`config.mk`:
```
export PLATFORM = sky130hd
export DESIGN_NAME = wbank_refresh_seq
export DESIGN_NICKNAME = d
export VERILOG_FILES = /design/src/rtl/wbr_pkg.sv /design/src/rtl/wbr_trigger.sv /design/src/rtl/wbr_pacer.sv /design/src/rtl/wbr_core.sv /design/src/rtl/wbank_refresh_seq.sv
export SDC_FILE = /design/constraint.sdc
export NUM_CORES = 1
export LEC_CHECK = 0
export BUFFER_PORTS_ARGS = -buffer_cell sky130_fd_sc_hd__buf_2
export CAP_MARGIN = 40
export CORE_AREA = 4 4 215 217
export DETAILED_ROUTE_END_ITERATION = 12
export DIE_AREA = 0 0 219 221
export PLACE_DENSITY_LB_ADDON = 0.25
export SLEW_MARGIN = 30
export SYNTH_ARGS = -nofsm -noshare
export SYNTH_HDL_FRONTEND = slang
export SYNTH_SLANG_ARGS = --single-unit
```
`constraint.sdc`:
```
create_clock -name clk -period 3.6 [get_ports clk]
set_input_delay 0.18 -clock clk [delete_from_list [all_inputs] [get_ports clk]]
set_output_delay 0.18 -clock clk [all_outputs]
set_load 0.05 [all_outputs]
```
`src/rtl/wbr_pkg.sv`:
```
package wbr_pkg;

    localparam int ROWS_DEF   = 33;
    localparam int COLS_DEF   = 32;
    localparam int WW_DEF     = 8;
    localparam int NBANK_DEF  = 4;
    localparam int NW_DEF     = 8;
    localparam int SW_DEF     = 8;
    localparam int SETTLE_DEF = 10;

    typedef enum logic [1:0] {
        SQ_IDLE = 2'd0,
        SQ_WAIT = 2'd1,
        SQ_LOAD = 2'd2
    } seq_state_e;

    function automatic int unsigned row_addr(input int unsigned bank,
                                             input int unsigned row,
                                             input int unsigned rows);
        return bank * rows + row;
    endfunction

endpackage

```
`src/rtl/wbr_trigger.sv`:
```
module wbr_trigger #(
    parameter int NW = wbr_pkg::NW_DEF
) (
    input  logic          clk,
    input  logic          rst,
    input  logic          cyc_start,
    input  logic [NW-1:0] every_n,
    output logic          fire
);
    logic [NW-1:0] cnt_q;
    logic [NW-1:0] n_eff;
    logic [NW:0]   cnt_next;
    logic          hit;

    assign n_eff    = (every_n == '0) ? NW'(1) : every_n;
    assign cnt_next = {1'b0, cnt_q} + (NW+1)'(1);
    assign hit      = cnt_next >= {1'b0, n_eff};
    assign fire     = cyc_start && hit;

    always_ff @(posedge clk) begin
        if (rst) begin
            cnt_q <= '0;
        end else if (cyc_start) begin
            cnt_q <= hit ? '0 : cnt_next[NW-1:0];
        end
    end
endmodule

```
`src/rtl/wbr_pacer.sv`:
```
module wbr_pacer #(
    parameter int SW     = wbr_pkg::SW_DEF,
    parameter int SETTLE = wbr_pkg::SETTLE_DEF
) (
    input  logic          clk,
    input  logic          rst,
    input  logic [SW-1:0] settle_cycles,
    input  logic          load_fire,
    output logic          ready
);
    logic [SW-1:0] eff;
    logic [SW-1:0] wait_q;
    logic [SW:0]   since_q;

    assign eff   = (settle_cycles == '0) ? SW'(SETTLE) : settle_cycles;
    assign ready = (wait_q == '0);

    always_ff @(posedge clk) begin
        if (rst) begin
            wait_q <= '0;
        end else if (load_fire) begin
            wait_q <= eff;
        end else if (wait_q != '0) begin
            wait_q <= wait_q - SW'(1);
        end
    end

    // cycles since the last converter load, saturating
    always_ff @(posedge clk) begin
        if (rst) begin
            since_q <= '1;
        end else if (load_fire) begin
            since_q <= '0;
        end else if (since_q != '1) begin
            since_q <= since_q + (SW+1)'(1);
        end
    end


    settle_gap_chk: assert property (@(posedge clk) disable iff (rst)
        load_fire |-> (since_q > {1'b0, eff}));
endmodule

```
`src/rtl/wbr_core.sv`:
```
module wbr_core
    import wbr_pkg::*;
#(
    parameter int ROWS  = ROWS_DEF,
    parameter int COLS  = COLS_DEF,
    parameter int WW    = WW_DEF,
    parameter int NBANK = NBANK_DEF
) (
    input  logic                         clk,
    input  logic                         rst,
    input  logic                         start,
    input  logic [$clog2(NBANK)-1:0]     bank_in,
    input  logic                         mod_idle,
    input  logic                         ready,
    output logic                         load_fire,
    output logic                         mem_rd_en,
    output logic [$clog2(NBANK*ROWS)-1:0] mem_addr,
    input  logic [COLS*WW-1:0]           mem_rd_data,
    output logic [COLS*WW-1:0]           dac_data,
    output logic                         dac_strobe,
    output logic [$clog2(ROWS)-1:0]      row_sel,
    output logic                         refresh_done
);
    localparam int BW = $clog2(NBANK);
    localparam int AW = $clog2(NBANK*ROWS);
    localparam int RW = $clog2(ROWS);
    localparam logic [RW-1:0] LAST_ROW = RW'(ROWS-1);

    seq_state_e    state_q;
    logic [RW-1:0] row_q;
    logic [BW-1:0] bank_q;

    assign mem_rd_en = (state_q == SQ_WAIT) && ready && mod_idle;
    assign mem_addr  = AW'(row_addr(32'(bank_q), 32'(row_q), ROWS));
    assign load_fire = (state_q == SQ_LOAD) && mod_idle;

    always_ff @(posedge clk) begin
        if (rst) begin
            state_q      <= SQ_IDLE;
            row_q        <= '0;
            bank_q       <= '0;
            dac_data     <= '0;
            dac_strobe   <= 1'b0;
            row_sel      <= '0;
            refresh_done <= 1'b0;
        end else begin
            dac_strobe   <= 1'b0;
            refresh_done <= 1'b0;
            case (state_q)
                SQ_IDLE: begin
                    if (start) begin
                        bank_q  <= bank_in;
                        row_q   <= '0;
                        state_q <= SQ_WAIT;
                    end
                end
                SQ_WAIT: begin
                    if (mem_rd_en) state_q <= SQ_LOAD;
                end
                SQ_LOAD: begin
                    if (mod_idle) begin
                        dac_data   <= mem_rd_data;
                        dac_strobe <= 1'b1;
                        row_sel    <= row_q;
                        if (row_q == LAST_ROW) begin
                            refresh_done <= 1'b1;
                            row_q        <= '0;
                            state_q      <= SQ_IDLE;
                        end else begin
                            row_q   <= row_q + RW'(1);
                            state_q <= SQ_WAIT;
                        end
                    end else begin
                        // idle phase closed: drop this read, retry the row later
                        state_q <= SQ_WAIT;
                    end
                end
                default: state_q <= SQ_IDLE;
            endcase
        end
    end


    strobe_idle_chk: assert property (@(posedge clk) disable iff (rst)
        dac_strobe |-> $past(mod_idle));


    done_row_chk: assert property (@(posedge clk) disable iff (rst)
        refresh_done |-> (dac_strobe && row_sel == LAST_ROW));


    bank_hold_chk: assert property (@(posedge clk) disable iff (rst)
        (state_q != SQ_IDLE && $past(state_q) != SQ_IDLE) |-> $stable(bank_q));


    row_range_chk: assert property (@(posedge clk) disable iff (rst)
        mem_rd_en |-> (row_q <= LAST_ROW));
endmodule

```
`src/rtl/wbank_refresh_seq.sv`:
```
module wbank_refresh_seq
    import wbr_pkg::*;
#(
    parameter int ROWS   = ROWS_DEF,
    parameter int COLS   = COLS_DEF,
    parameter int WW     = WW_DEF,
    parameter int NBANK  = NBANK_DEF,
    parameter int NW     = NW_DEF,
    parameter int SW     = SW_DEF,
    parameter int SETTLE = SETTLE_DEF
) (
    input  logic                          clk,
    input  logic                          rst,
    input  logic [$clog2(NBANK)-1:0]      fsm_bank,
    input  logic                          mod_cycle_start,
    input  logic                          mod_idle,
    input  logic [NW-1:0]                 every_n,
    input  logic [SW-1:0]                 settle_cycles,
    output logic                          mem_rd_en,
    output logic [$clog2(NBANK*ROWS)-1:0] mem_addr,
    input  logic [COLS*WW-1:0]            mem_rd_data,
    output logic [COLS*WW-1:0]            dac_data,
    output logic                          dac_strobe,
    output logic [$clog2(ROWS)-1:0]       row_sel,
    output logic                          refresh_done
);
    logic start;
    logic ready;
    logic load_fire;

    wbr_trigger #(.NW(NW)) u_trig (
        .clk       (clk),
        .rst       (rst),
        .cyc_start (mod_cycle_start),
        .every_n   (every_n),
        .fire      (start)
    );

    wbr_pacer #(.SW(SW), .SETTLE(SETTLE)) u_pace (
        .clk           (clk),
        .rst           (rst),
        .settle_cycles (settle_cycles),
        .load_fire     (load_fire),
        .ready         (ready)
    );

    wbr_core #(.ROWS(ROWS), .COLS(COLS), .WW(WW), .NBANK(NBANK)) u_core (
        .clk          (clk),
        .rst          (rst),
        .start        (start),
        .bank_in      (fsm_bank),
        .mod_idle     (mod_idle),
        .ready        (ready),
        .load_fire    (load_fire),
        .mem_rd_en    (mem_rd_en),
        .mem_addr     (mem_addr),
        .mem_rd_data  (mem_rd_data),
        .dac_data     (dac_data),
        .dac_strobe   (dac_strobe),
        .row_sel      (row_sel),
        .refresh_done (refresh_done)
    );
endmodule

```
==> results of run 1 <==
-- what timing repair did --
action / 4_1_cts / 5_1_grt
hold endpoints to repair: 265 / 0
gates resized for setup: 0 / 0
hold buffers: 264 / 0
-- state kept, by name, indices dropped and copies added, names as in the netlist --
signal / cells
u_core.dac_strobe: 1
u_core.bank_q: 2
u_core.dac_data: 256
u_core.state_q: 2
u_pace.wait_q: 8
u_core.row_sel: 6
u_core.refresh_done: 1
u_core.row_q: 6
u_trig.cnt_q: 8
-- final timing paths --
kind,from,endpoint,cells after the start,slack (ns)
worst min register to register,u_core.dac_data[22],u_core.dac_data[22],2,0.45
worst max-delay path,u_trig.cnt_q[2],u_core.row_q[3],8,0.65
worst max register to register,u_trig.cnt_q[2],u_core.row_q[3],8,0.65
worst min-delay path,settle_cycles[3],u_pace.wait_q[3],3,0.07
-- cells by family (layout without fill, tap and decap cells) --
family,after synthesis,in the layout,share of synthesized area (%)
fa+ha+maj,19,19,2.25
mux,2,2,0.184
flops,290,290,53.3
simple gates,633,633,23.7
compound gates,309,309,15.0
xor+xnor,14,14,1.12
buf+inv,120,909,4.50
-- cell usage in the layout, fill, tap and decap left out, drive strengths merged, types with 2 or more instances in the layout --
cell type / synthesis / layout
nor2b: 4 / 4
a22oi: 4 / 4
clkbuf: 76 / 53
o21ai: 4 / 4
mux2i: 2 / 2
buf: 25 / 566
dfxtp: 290 / 290
clkinv: 0 / 6
a31oi: 5 / 5
a311oi: 2 / 2
or3: 2 / 2
a21oi: 278 / 278
nand2: 543 / 543
inv: 19 / 19
dlygate4sd3: 0 / 264
ha: 18 / 18
nor3b: 3 / 3
nand2b: 11 / 11
nor3: 9 / 9
nor2: 24 / 24
xor2: 7 / 7
a211oi: 4 / 4
o31ai: 3 / 3
o211ai: 3 / 3
nand4: 12 / 12
nand3: 9 / 9
xnor2: 7 / 7
nor4: 5 / 5
-- area by class of cell --
cell class / count / area, um2 / share of cell area [%]
repair buffers: 831 / 5640 / 31.4
well taps: 592 / 741 / 4.13
multi-input cells: 977 / 4610 / 25.7
clock inverters: 7 / 45.0 / 0.251
flip-flops and latches: 290 / 5810 / 32.4
inverters: 19 / 71.3 / 0.398
clock buffers: 52 / 1020 / 5.70
-- layer usage --
metal / global-route usage (%) / part of all wire [%] / vias to the layer above
li1: - / - / 6052
met3: 5.23 / 9.0 / 93
met4: 7.18 / 4.1 / 0
met1: 18.1 / 39 / 5588
met2: 27.8 / 48 / 454
met5: 0 / 0 / -
-- power by group through the flow --
stage / Sequential (mW) / Clock (mW) / Combinational, mW
floorplan: 3.35 / 0 / 0.281
global placement: 3.36 / 0 / 0.487
detailed placement: 3.36 / 0 / 0.498
CTS: 3.29 / 3.43 / 0.733
global route: 3.29 / 3.54 / 0.805
finish: 3.29 / 3.31 / 0.732
-- per-stage QoR --
| step | power (mW) | hold WS (ns) | instances |
|---|---|---|---|
| after floorplan | 3.63 | 0.316 | 1387 |
| after global placement | 3.84 | 0.419 | 2443 |
| after detailed placement | 3.86 | 0.426 | 2444 |
| after CTS | 7.45 | 0.0278 | 2767 |
| after global routing | 7.64 | 0.0558 | 2768 |
| final | 7.33 | 0.0679 | 2768 |
-- tightest hold or removal path, cell delays in order --
cell and delay [ns]:
buf_2 0.09, nor3_1 0.05, a211oi_1 0.21
==> flow_metrics.py, run 1 <==
metrics = {
    "place": {
        "place.gp.congestion": 0.833,
        "port_buffers": 550,
        "placed_cell_area_mm2": 0.0142,
        "dp_hpwl_um": 27600,
        "pre_cts_ws_ns": 0.648,
    },
    "sta": {
        "finalMaxSlewViolations": 0,
        "finalCritPeriodShare_pct": 81.8,
        "fin_ws_ns": 0.654,
        "setup_tns_ns": 0,
        "setup_violations": 0,
        "rsz0062_at_grt": "no",
        "hold_viol_final": 0,
        "finalClockSkew_ns": 0.0128,
        "fmax_mhz": 339,
        "tightestPinTransition_ns": 0.782,
        "slew_headroom_pct": 47.9,
        "min_period_ns": 2.95,
    },
    "drt": {
        "totalWireLength_um": 41400,
        "dr_total_vias": 12200,
        "drc": 0,
        "dr.first_iter.drc_count": 596,
        "first_pass_iters": 5,
        "avgRoutedWirePerCell_um": 15.0,
        "viasPerCell": 4.40,
        "ant_nets": 0,
    },
    "final_layout": {
        "n_antenna_cell": 0,
        "areaGrowthSynthToFinish_pct": 64.5,
        "fin_util_pct": 40.6,
        "nFillCells": 4442,
        "num-nets-final": 2451,
        "final_area_mm2": 0.0179,
        "drive_above_1_share_pct": 28.7,
    },
    "clocking": {
        "cts_buffers": 35,
        "clkSlewWorstSetupHoldPaths_ns": 0.06,
        "cts.sinks": 290,
        "cts_buffer_depth": 3,
        "root_buffer": "clkbuf_16",
        "clk_latency_ns": 0.52,
        "cts_post_setup_buffers_inserted": 0,
        "htree_levels": 2,
        "tritoncts": "yes",
    },
    "die": {
        "core_mm2": 0.0441,
        "dieHeight_um": 221,
        "die-area_mm2": 0.0484,
        "fp-row-count": 77,
        "pin_count": 551,
        "initial_core_util_pct": 24.7,
        "dieWidth_um": 219,
    },
    "synth": {
        "avgSynthCellArea_um2": 7.86,
        "ys.flop_type": "dfxtp_1",
        "yosysWarningCount": 0,
        "synthMostInstantiatedCell": "nand2_1",
        "ys_top_cells_by_area": "dfxtp_1 (53%), nand2_1 (19%), a21oi_1 (13%)",
        "syn_nets": 1684,
        "synth-seq-area-share_pct": 53.3,
        "synth_edf_count": 0,
        "synth_commonest_cells": "nand2_1 (543), dfxtp_1 (290), a21oi_1 (278)",
        "netlist.area_leader.share_pct": 53.3,
        "synth-seq-cells": 290,
        "synth-async-reset-ratio_pct": 0,
        "yosysTopAreaCell": "dfxtp_1",
        "synth_area_mm2": 0.0109,
        "synthCells": 1387,
        "ys_types": 49,
    },
    "setup_path": {
        "worstSetupStartpointType": "flop",
        "path_delay_family": "simple AND/OR/NAND/NOR gates",
        "worstPathRequired_ns": 3.98,
        "slowest_stage": "nand3_1",
        "path_max_fanout": 16,
        "path_cells": "nand3_1, nor3_1, xor2_1, ha_1, and4_1, nand3_1, a21oi_1, o31ai_1",
        "critical_path_buf_inv_count": 0,
        "endpoint_kind": "flop",
        "worstSetupPathType": "reg2reg",
        "cpPeakStageDelay_ns": 0.48,
        "cp.arrival_ns": 3.33,
        "path_common_cell": "nand3_1",
    },
    "power_and_ir_drop": {
        "cellPowerDensity_mw_per_mm2": 409,
        "p_seq_share_pct": 44.9,
        "ir_worst_vdd_v": 0.000322,
        "p_switching_mw": 1.69,
        "p_comb_share_pct": 10.0,
        "internal_power_mw": 5.64,
        "switching_share_pct": 23.1,
        "power.leakage_nw": 7.79,
        "p_clk_share_pct": 45.2,
    },
    "global_route": {
        "track_usage_pct": 16.1,
        "first_global_vias": 12400,
        "antenna_found_initial": 0,
        "grt_overflow": 0,
        "grt_pass1_wl_um": 64700,
        "grt_max_degree": 144,
    },
    "run_status": {
        "outcome": "complete, no violations",
    },
    "hold_path": {
        "hold_path.class": "in2reg",
    },
    "run": {
        "drv.max_cap_violation_count": 0,
    },
}
Note: power is estimated with default switching activity, not from simulation.
==> run 2, diff against run 1 <==
==> constraint.sdc (replaced) <==
create_clock -name clk -period 2.5 [get_ports clk]
set_input_delay 0.125 -clock clk [delete_from_list [all_inputs] [get_ports clk]]
set_output_delay 0.125 -clock clk [all_outputs]
set_load 0.05 [all_outputs]
==> flow_metrics.py, run 2 (synthesis results as in run 1) <==
metrics = {
    "sta": {
        "hold_viol_final": 0,
        "slew_headroom_pct": 54.5,
        "min_period_ns": 2.38,
        "fmax_mhz": 421,
        "finalMaxSlewViolations": 0,
        "finalCritPeriodShare_pct": 95.1,
        "fin_ws_ns": 0.122,
        "tightestPinTransition_ns": 0.682,
        "setup_violations": 0,
        "whs_ns": 0.194,
        "finalClockSkew_ns": 0.0120,
    },
    "place": {
        "dp_hpwl_um": 28900,
        "placed_cells": 2455,
        "port_buffers": 550,
        "pre_cts_ws_ns": -0.0480,
        "place.gp.congestion": 0.816,
    },
    "setup_path": {
        "reg2reg_depth": 10,
        "cpPeakStageDelay_ns": 0.37,
        "worstSetupStartpointType": "flop",
        "path_max_fanout": 5,
        "slowest_stage": "fa_2",
        "endpoint_kind": "output pin",
        "worstPathRequired_ns": 2.38,
        "worstSetupPathType": "reg2out",
        "path_cells": "ha_1, ha_1, inv_1, fa_2, nor2_4, xor2_1, buf_4",
        "path_common_cell": "ha_1",
        "cp.arrival_ns": 2.25,
    },
    "drt": {
        "avgRoutedWirePerCell_um": 15.2,
        "totalWireLength_um": 42500,
        "viasPerCell": 4.40,
        "drc": 0,
        "dr_total_vias": 12300,
        "ant_nets": 0,
        "dr.first_iter.drc_count": 681,
        "first_pass_iters": 5,
    },
    "power_and_ir_drop": {
        "power_mw": 11.0,
        "ir_worst_vdd_v": 0.000511,
        "cellPowerDensity_mw_per_mm2": 599,
        "power.leakage_nw": 7.95,
    },
    "die": {
        "core_mm2": 0.0441,
        "pin_count": 551,
        "fp-row-count": 77,
        "dieWidth_um": 219,
        "die-area_mm2": 0.0484,
        "initial_core_util_pct": 24.7,
        "dieHeight_um": 221,
    },
    "global_route": {
        "grt_max_degree": 112,
        "grt_pass1_wl_um": 66400,
        "first_global_vias": 12400,
        "track_usage_pct": 16.7,
        "antenna_found_initial": 1,
        "grt_overflow": 0,
    },
    "hold_path": {
        "hold_depth": 2,
        "hold_path.class": "in2reg",
    },
    "run_status": {
        "outcome": "complete, no violations",
    },
    "final_layout": {
        "stdcell_count": 2790,
        "top_regs": "u_core.dac_data x256, u_pace.wait_q x8, u_trig.cnt_q x8",
        "mostFrequentLayoutCells": "buf_2 (546), nand2_1 (542), dfxtp_1 (281)",
        "num-nets-final": 2470,
        "largest_reg_flops": 256,
        "regMostFlops": "u_core.dac_data",
        "seqCellArea_mm2": 0.00583,
        "mostFrequentLayoutCell": "buf_2",
        "areaGrowthSynthToFinish_pct": 67.7,
        "multi_input_area_mm2": 0.00467,
        "drive_above_1_share_pct": 30.4,
        "fin_util_pct": 41.4,
        "n_antenna_cell": 0,
        "nFillCells": 4414,
    },
    "clocking": {
        "htree_levels": 2,
        "clkSlewWorstSetupHoldPaths_ns": 0.06,
        "clk_latency_ns": 0.52,
        "tritoncts": "yes",
        "root_buffer": "clkbuf_16",
        "cts.sinks": 290,
        "cts_buffers": 34,
        "cts_buffer_depth": 3,
    },
    "run": {
        "drv.max_cap_violation_count": 0,
    },
}
-- run 2: per-layer routing --
layer,track usage [%],share of wire (%),vias up
li1,-,-,6112
met1,19.6,40,5594
met4,6.12,3.1,2
met5,0,0.028,-
met3,4.75,8.8,91
met2,28.7,48,484
-- run 2: worst paths after layout --
path | start | end | slack [ns]
min | rst | u_core.dac_data[229] | 0.19
max reg2reg | u_trig.cnt_q[4] | u_trig.cnt_q[3] | 0.16
max | u_core.row_q[1] | mem_addr[5] | 0.12
min reg2reg | u_core.dac_data[41] | u_core.dac_data[41] | 0.45
-- run 2: layout make-up --
cell class                 instances  area share (%)
inverter                          19           0.390
sequential                       290            31.9
tap                              592            4.05
multi-input combinational        977            25.6
clock inverter                    11           0.636
clock buffer                      50            5.71
timing repair buffer             851            31.8
-- run 2: report_power, final --
group | leakage (nW) | internal (mW) | switching [mW]
combinational | 5.03 | 0.668 | 0.445
clock | 0.578 | 3.11 | 2.00
sequential | 2.34 | 4.67 | 0.0603
-- run 2: what timing repair did --
action                                  in CTS  in global routing
cloned                                       1                  0
endpoints found under the hold margin      273                  0
resized for setup                           16                 18
hold buffers                               269                  0
pin swaps                                    7                 10
endpoints found under the setup margin      15                 19
setup buffers                                4                  0
-- run 2: critical path: cells and delay by family, from the launching register on --
| kind | cells | cell delay (ns) |
|---|---|---|
| adder cells (fa/ha/maj) | 3 | 0.81 |
| XOR/XNOR | 1 | 0.18 |
| flip-flops | 1 | 0.34 |
| AND/OR/NAND/NOR | 1 | 0.12 |
| buffers and inverters | 2 | 0.29 |
-- run 2: per-stage QoR --
step | instance area (um2) | TNS (ns)
after floorplan | 10900 | 0
after global placement | 14300 | 0
after detailed placement | 14300 | -0.187
after CTS | 18200 | 0
final | 18300 | 0
after global routing | 18300 | -0.00237
